--- config.mk ---
export PLATFORM = sky130hd
export DESIGN_NAME = chan_set_aligner
export DESIGN_NICKNAME = d
export VERILOG_FILES = /design/src/rtl/csa_pkg.sv /design/src/rtl/sa_sample_ram.sv /design/src/rtl/sa_fill_track.sv /design/src/rtl/sa_flush_seq.sv /design/src/rtl/chan_set_aligner.sv
export SDC_FILE = /design/constraint.sdc
export NUM_CORES = 2
export LEC_CHECK = 0
export ABC_AREA = 1
export BUFFER_PORTS_ARGS = -buffer_cell sky130_fd_sc_hd__buf_4
export CAP_MARGIN = 25
export CORE_MARGIN = 2
export CORE_UTILIZATION = 45
export DETAILED_ROUTE_END_ITERATION = 16
export PLACE_DENSITY = 0.56
export SETUP_SLACK_MARGIN = 0.3
export SYNTH_ARGS = -nofsm -noshare
export SYNTH_HDL_FRONTEND = slang
export SYNTH_HIERARCHICAL = 1
export SYNTH_SLANG_ARGS = --single-unit
--- constraint.sdc ---
create_clock -name clk -period 10.4 [get_ports clk]
set_clock_uncertainty 0.2 [all_clocks]
set_input_delay 2.6 -clock clk [delete_from_list [all_inputs] [get_ports clk]]
set_output_delay 2.6 -clock clk [all_outputs]
set_load 0.005 [all_outputs]
--- src/rtl/csa_pkg.sv ---
package csa_pkg;
  localparam int CSA_MAX_CH = 8;
  localparam int CSA_CH_W   = $clog2(CSA_MAX_CH);
  localparam int CSA_CNT_W  = CSA_CH_W + 1;

  // code 0..3 -> 2, 4, 6, 8 active channels
  function automatic logic [CSA_CNT_W-1:0] chan_count(input logic [1:0] sel);
    return {1'b0, sel, 1'b0} + 4'd2;
  endfunction
endpackage

--- src/rtl/sa_sample_ram.sv ---
module sa_sample_ram #(
  parameter int DATA_W = 24,
  parameter int AW     = 6
) (
  input  logic              clk,
  input  logic              we,
  input  logic [AW-1:0]     waddr,
  input  logic [DATA_W-1:0] wdata,
  input  logic [AW-1:0]     raddr,
  output logic [DATA_W-1:0] rdata
);
  localparam int WORDS = 2 ** AW;

  logic [DATA_W-1:0] mem [WORDS];

  always_ff @(posedge clk) begin
    if (we) mem[waddr] <= wdata;
  end

  always_ff @(posedge clk) begin
    rdata <= mem[raddr];
  end
endmodule

--- src/rtl/sa_fill_track.sv ---
module sa_fill_track #(
  parameter int DEPTH  = 8,
  parameter int MAX_CH = 8
) (
  input  logic                      clk,
  input  logic                      rst,
  input  logic [$clog2(MAX_CH):0]   nch,
  input  logic                      smp_fire,
  input  logic [$clog2(MAX_CH)-1:0] smp_ch,
  input  logic                      flush_done,
  input  logic                      pend_v,
  input  logic [$clog2(MAX_CH)-1:0] pend_ch,
  input  logic [$clog2(DEPTH)-1:0]  rd_set,
  input  logic [$clog2(MAX_CH)-1:0] rd_ch,
  output logic                      wr_en,
  output logic [$clog2(DEPTH)-1:0]  wr_set,
  output logic [$clog2(MAX_CH)-1:0] wr_ch,
  output logic                      wr_pend,
  output logic                      flush_start,
  output logic                      stash,
  output logic                      rd_keep
);
  localparam int SET_W = $clog2(DEPTH);
  localparam int CH_W  = $clog2(MAX_CH);

  logic [MAX_CH-1:0] mask [DEPTH];
  logic [SET_W-1:0]  cur_set;
  logic [SET_W-1:0]  nxt_set;
  logic [MAX_CH-1:0] full_pat;
  logic [MAX_CH-1:0] ch_bit;
  logic              dup, fills, last_set;

  always_comb begin
    for (int i = 0; i < MAX_CH; i++) full_pat[i] = ((CH_W+1)'(i) < nch);
  end

  assign ch_bit   = MAX_CH'(1) << smp_ch;
  assign nxt_set  = cur_set + 1'b1;
  assign dup      = mask[cur_set][smp_ch];
  assign last_set = (cur_set == SET_W'(DEPTH - 1));
  assign fills    = (((mask[cur_set] | ch_bit) & full_pat) == full_pat);
  assign rd_keep  = mask[rd_set][rd_ch];

  always_comb begin
    wr_en       = 1'b0;
    wr_set      = cur_set;
    wr_ch       = smp_ch;
    wr_pend     = 1'b0;
    flush_start = 1'b0;
    stash       = 1'b0;
    if (flush_done) begin
      wr_en   = pend_v;
      wr_set  = '0;
      wr_ch   = pend_ch;
      wr_pend = 1'b1;
    end else if (smp_fire) begin
      if (!dup) begin
        wr_en       = 1'b1;
        flush_start = fills && last_set;
      end else if (last_set) begin
        flush_start = 1'b1;
        stash       = 1'b1;
      end else begin
        wr_en  = 1'b1;
        wr_set = nxt_set;
      end
    end
  end

  always_ff @(posedge clk) begin
    if (rst) begin
      for (int s = 0; s < DEPTH; s++) mask[s] <= '0;
      cur_set <= '0;
    end else if (flush_done) begin
      for (int s = 0; s < DEPTH; s++) mask[s] <= '0;
      if (pend_v) mask[0][pend_ch] <= 1'b1;
      cur_set <= '0;
    end else if (smp_fire) begin
      if (!dup) begin
        mask[cur_set][smp_ch] <= 1'b1;
        if (fills && !last_set) cur_set <= nxt_set;
      end else if (!last_set) begin
        mask[nxt_set][smp_ch] <= 1'b1;
        cur_set <= nxt_set;
      end
    end
  end
endmodule

--- src/rtl/sa_flush_seq.sv ---
module sa_flush_seq #(
  parameter int DEPTH  = 8,
  parameter int MAX_CH = 8
) (
  input  logic                      clk,
  input  logic                      rst,
  input  logic                      start,
  input  logic [$clog2(MAX_CH):0]   nch,
  output logic                      busy,
  output logic [$clog2(DEPTH)-1:0]  rd_set,
  output logic [$clog2(MAX_CH)-1:0] rd_ch,
  output logic                      rd_first,
  output logic                      rd_last
);
  localparam int SET_W = $clog2(DEPTH);

  logic ch_end, set_end;

  assign ch_end   = ({1'b0, rd_ch} == nch - 1'b1);
  assign set_end  = (rd_set == SET_W'(DEPTH - 1));
  assign rd_first = busy && (rd_set == '0) && (rd_ch == '0);
  assign rd_last  = busy && ch_end && set_end;

  always_ff @(posedge clk) begin
    if (rst) begin
      busy   <= 1'b0;
      rd_set <= '0;
      rd_ch  <= '0;
    end else if (!busy) begin
      busy   <= start;
      rd_set <= '0;
      rd_ch  <= '0;
    end else if (ch_end) begin
      rd_ch <= '0;
      if (set_end) busy <= 1'b0;
      else         rd_set <= rd_set + 1'b1;
    end else begin
      rd_ch <= rd_ch + 1'b1;
    end
  end
endmodule

--- src/rtl/chan_set_aligner.sv ---
module chan_set_aligner
  import csa_pkg::*;
#(
  parameter int DATA_W = 24,
  parameter int DEPTH  = 8
) (
  input  logic                clk,
  input  logic                rst,
  input  logic [1:0]          cfg_chan_sel,
  input  logic                in_valid,
  output logic                in_ready,
  input  logic [CSA_CH_W-1:0] in_chan,
  input  logic [DATA_W-1:0]   in_data,
  output logic                out_valid,
  output logic                out_first,
  output logic                out_last,
  output logic [CSA_CH_W-1:0] out_chan,
  output logic [DATA_W-1:0]   out_data
);
  localparam int MAX_CH = CSA_MAX_CH;
  localparam int CH_W   = CSA_CH_W;
  localparam int SET_W  = $clog2(DEPTH);
  localparam int AW     = SET_W + CH_W;

  logic [CH_W:0]       nch;
  logic                busy, accept, in_use;
  logic [SET_W-1:0]    rd_set, wr_set;
  logic [CH_W-1:0]     rd_ch, wr_ch;
  logic                rd_first, rd_last, rd_keep;
  logic                wr_en, wr_pend, flush_start, stash;
  logic                pend_v;
  logic [CH_W-1:0]     pend_ch;
  logic [DATA_W-1:0]   pend_data;
  logic [DATA_W-1:0]   ram_q;
  logic                s1_v, s1_keep, s1_first, s1_last;
  logic [CH_W-1:0]     s1_ch;

  assign nch      = chan_count(cfg_chan_sel);
  assign in_ready = ~busy;
  assign accept   = in_valid & ~busy;
  assign in_use   = accept && ({1'b0, in_chan} < nch);

  sa_fill_track #(.DEPTH(DEPTH), .MAX_CH(MAX_CH)) u_track (
    .clk(clk), .rst(rst), .nch(nch),
    .smp_fire(in_use), .smp_ch(in_chan),
    .flush_done(rd_last), .pend_v(pend_v), .pend_ch(pend_ch),
    .rd_set(rd_set), .rd_ch(rd_ch),
    .wr_en(wr_en), .wr_set(wr_set), .wr_ch(wr_ch), .wr_pend(wr_pend),
    .flush_start(flush_start), .stash(stash), .rd_keep(rd_keep)
  );

  sa_flush_seq #(.DEPTH(DEPTH), .MAX_CH(MAX_CH)) u_seq (
    .clk(clk), .rst(rst), .start(flush_start), .nch(nch),
    .busy(busy), .rd_set(rd_set), .rd_ch(rd_ch),
    .rd_first(rd_first), .rd_last(rd_last)
  );

  sa_sample_ram #(.DATA_W(DATA_W), .AW(AW)) u_ram (
    .clk(clk), .we(wr_en), .waddr({wr_set, wr_ch}),
    .wdata(wr_pend ? pend_data : in_data),
    .raddr({rd_set, rd_ch}), .rdata(ram_q)
  );

  // sample that overflowed the last open set waits here for the next buffer
  always_ff @(posedge clk) begin
    if (rst) begin
      pend_v    <= 1'b0;
      pend_ch   <= '0;
      pend_data <= '0;
    end else if (stash) begin
      pend_v    <= 1'b1;
      pend_ch   <= in_chan;
      pend_data <= in_data;
    end else if (rd_last) begin
      pend_v <= 1'b0;
    end
  end

  always_ff @(posedge clk) begin
    if (rst) begin
      s1_v     <= 1'b0;
      s1_keep  <= 1'b0;
      s1_first <= 1'b0;
      s1_last  <= 1'b0;
      s1_ch    <= '0;
    end else begin
      s1_v     <= busy;
      s1_keep  <= rd_keep;
      s1_first <= rd_first;
      s1_last  <= rd_last;
      s1_ch    <= rd_ch;
    end
  end

  always_ff @(posedge clk) begin
    if (rst) begin
      out_valid <= 1'b0;
      out_first <= 1'b0;
      out_last  <= 1'b0;
      out_chan  <= '0;
      out_data  <= '0;
    end else begin
      out_valid <= s1_v;
      out_first <= s1_v & s1_first;
      out_last  <= s1_v & s1_last;
      out_chan  <= s1_v ? s1_ch : '0;
      out_data  <= (s1_v && s1_keep) ? ram_q : '0;
    end
  end
endmodule

==> impl_metrics.yaml <==
floorplan:
  die-area_um2: 159000
  initial_core_util_pct: 45.4
  dieWidth_um: 399
  core_um2: 155000
  die_h_um: 399
  num_rows: 144
  io_pins: 63
place:
  dp_hpwl_mm: 116
  gp_congestion: 0.899
  dp_cells: 8221
  portBuffers: 62
clock_network:
  clk_pin_slew_worst_paths_ns: 0.06
  cts_setup_buffers: 0
  numClockSinks: 1702
  postCtsHoldBufs: 0
  cts_tree: "yes"
  cts_resized: 0
  cts_htree_levels: 4
  cts_root_buf: "clkbuf_16"
  cts_buffer_depth: 3
  insertion_delay_ns: 0.82
  tritoncts.num_buffers: 179
worst_setup_path:
  required_ns: 10.71
  cp-startpoint: "cfg_chan_sel[0]"
  cp_max_fo: 14
  path_cells: "buf_4 -> inv_1 -> inv_1 -> ha_1 -> inv_1 -> nand2_1 -> nand2_2 -> nor2_4 -> nand3_2 -> nor3_4 -> o21ai_1 -> inv_1 -> nand4_1 -> buf_4 -> nor2_2 -> buf_4"
  slowest_delay_ns: 0.67
  critPathCaptureType: "flop"
  path_class: "in2reg"
  cpMaxStageDelayCell: "nand4_1"
  worst_ep_arrival_time_ns: 6.99
  cp-start-kind: "primary input"
  crit_path_frequent_cell: "inv_1"
logic_synthesis:
  async_reset_ff_share_pct: 0
  yosysSeqAreaShare_pct: 70.4
  synth-edff-count: 1536
  synth.top_cell.area_share_pct: 65.7
  synth.most_common_cell: "nand2_1"
  synth.cell_area_um2: 70200
  synth_warnings: 6
  yosysUniqueCellTypes: 44
  yosys.area.top_type: "edfxtp_1"
  netlist_top_cells_count: "nand2_1, edfxtp_1, nand3_1, nor2_1, buf_2"
  ys.flop_type: "edfxtp_1"
  ys_ff_latch: 1702
  netlist_instances: 6370
  ys_top_cells_by_area: "edfxtp_1, nand2_1, nand3_1"
  avgSynthCellArea_um2: 11.0
cells_and_area:
  drive_above_1_share_pct: 9.17
  nFillCells: 13800
  layout.nets: 6404
  area.growth.synth_to_final_pct: 11.9
  fin_cells: 8560
  multi_input_area_um2: 18400
  seqCellArea_um2: 49500
flow_run:
  maxCapViolCount: 0
hold_path:
  hp-class: "reg2reg"
  hold_start: "s1_ch[1]$_SDFF_PP0_"
global_routing:
  grt_max_degree: 201
  overflow: 0
  antenna_found_initial: 8
  grt_first_pass_wirelength_mm: 302
  grt_usage_pct: 25.9
  first_global_vias: 44400
route:
  antenna_left: 0
  wl_per_cell_um: 24.3
  drcViolationCount: 0
  via_per_inst: 5.62
  routed_wirelength_mm: 208
  via_count: 48100
  drt_iter0_drc: 5926
  dr.pass1.iters: 7
sta:
  timing.final.crit_share_pct: 64.3
  setup_tns_ns: 0
  fin_crit_ns: 6.68
  setup_viol: 0
  hold_viol: 0
  fmax_ghz: 0.150
  drv_slew: 0
  maxSlewHeadroom_pct: 24.3
  rsz0062_at_grt: "false"
  tightestPinTransition_ns: 1.14
power_and_ir_drop:
  p_leak_nw: 28.6
  power_per_cell_area_nw_per_um2: 180
  ir_worst_vdd_uv: 126
outcome:
  status: "complete, no violations"
layer usage:
metal / track usage (%) / vias up / part of all wire [%]
met2: 37.7 / 2096 / 44
met4: 6.93 / 0 / 2.3
li1: - / 22100 / -
met1: 39.5 / 23700 / 44
met3: 5.16 / 267 / 9.3
met5: 0 / - / 0
area by class of cell:
type                            instances  share of cell area, %
Multi-Input combinational cell       4114                   23.4
Clock buffer                          259                   6.45
Sequential cell                      1702                   63.0
Inverter                              158                  0.803
Tap cell                             2044                   3.26
Clock inverter                         74                  0.816
Antenna cell                            3                0.00956
Timing Repair Buffer                  206                   2.27
power by group:
part / switching [mW] / internal, mW
sequential: 0.0129 / 7.49
combinational: 0.330 / 0.0696
clock: 2.68 / 3.53
total: 3.02 / 11.1
critical path: cells and delay by family:
family | cells | cell delay, ns
AO/OA/AOI/OAI | 1 | 0.48
adder cells (fa/ha/maj) | 1 | 0.31
buffers and inverters | 7 | 1.59
AND/OR/NAND/NOR | 7 | 2.00
path summary, 6_finish.rpt:
kind | to | depth (start not counted) | slack (ns)
setup / recovery | u_ram/mem[30][22]$_DFFE_PP_ | 16 | 3.72
hold / removal | out_chan[1]$_SDFF_PP0_ | 2 | 0.21
setup reg to reg | u_ram/mem[15][10]$_DFFE_PP_ | 17 | 4.98
hold reg to reg | out_chan[1]$_SDFF_PP0_ | 2 | 0.21
layout by cell type (no fill, tap or decap), types with 5 or more instances in the layout:
master and n:
a21oi_1 30, buf_12 8, buf_4 186, buf_8 8, bufinv_16 5, clkbuf_1 59, clkbuf_16 186, clkbuf_8 14
clkinv_1 22, clkinv_2 30, clkinv_8 5, conb_1 5, dfxtp_1 160, edfxtp_1 1536, ha_1 11, inv_1 145
inv_2 8, inv_6 5, nand2_1 2257, nand2_2 6, nand3_1 1350, nand4_1 78, nor2_1 152, nor2_2 59
nor2_4 10, nor4_1 8, nor4_2 8, o211ai_1 9, o21ai_0 64, o21ai_1 9, o21ai_4 24, o221ai_1 6
state kept, by name, summed over array words and instances (netlist names), 3 cells and up, named ones only:
register / count
u_track/cur_set: 3
pend_data: 24
pend_ch: 3
s1_ch: 3
out_chan: 3
out_data: 24
u_ram/mem: 1536
u_ram/rdata: 24
u_seq/rd_ch: 3
u_track/mask: 64
u_seq/rd_set: 3
stage by stage:
step | power (mW) | setup slack [ns] | hold WS (ns) | instance area [µm²] | utilization (%)
2_1_floorplan | 7.84 | 2.79 | 0.194 | 70200 | -
3_3_place_gp | 8.03 | 2.61 | 0.200 | 72600 | 47.0
3_5_place_dp | 8.04 | 2.79 | 0.202 | 72800 | 47.1
4_1_cts | 14.2 | 3.68 | 0.215 | 78500 | 50.8
5_1_grt | 14.5 | 3.54 | 0.225 | 78500 | 50.8
6_report | 14.1 | 3.72 | 0.213 | 78600 | 50.8
kinds of logic after synthesis:
kind of cell,after synthesis,synth area share [%]
compound gates,155,1.23
xor+xnor,1,0.0125
fa+ha+maj,11,0.196
buf+inv,558,4.09
flops,1702,70.4
other cells,1,0.00534
simple gates,3942,24.1
No activity file was read; power rests on OpenSTA's default activity.
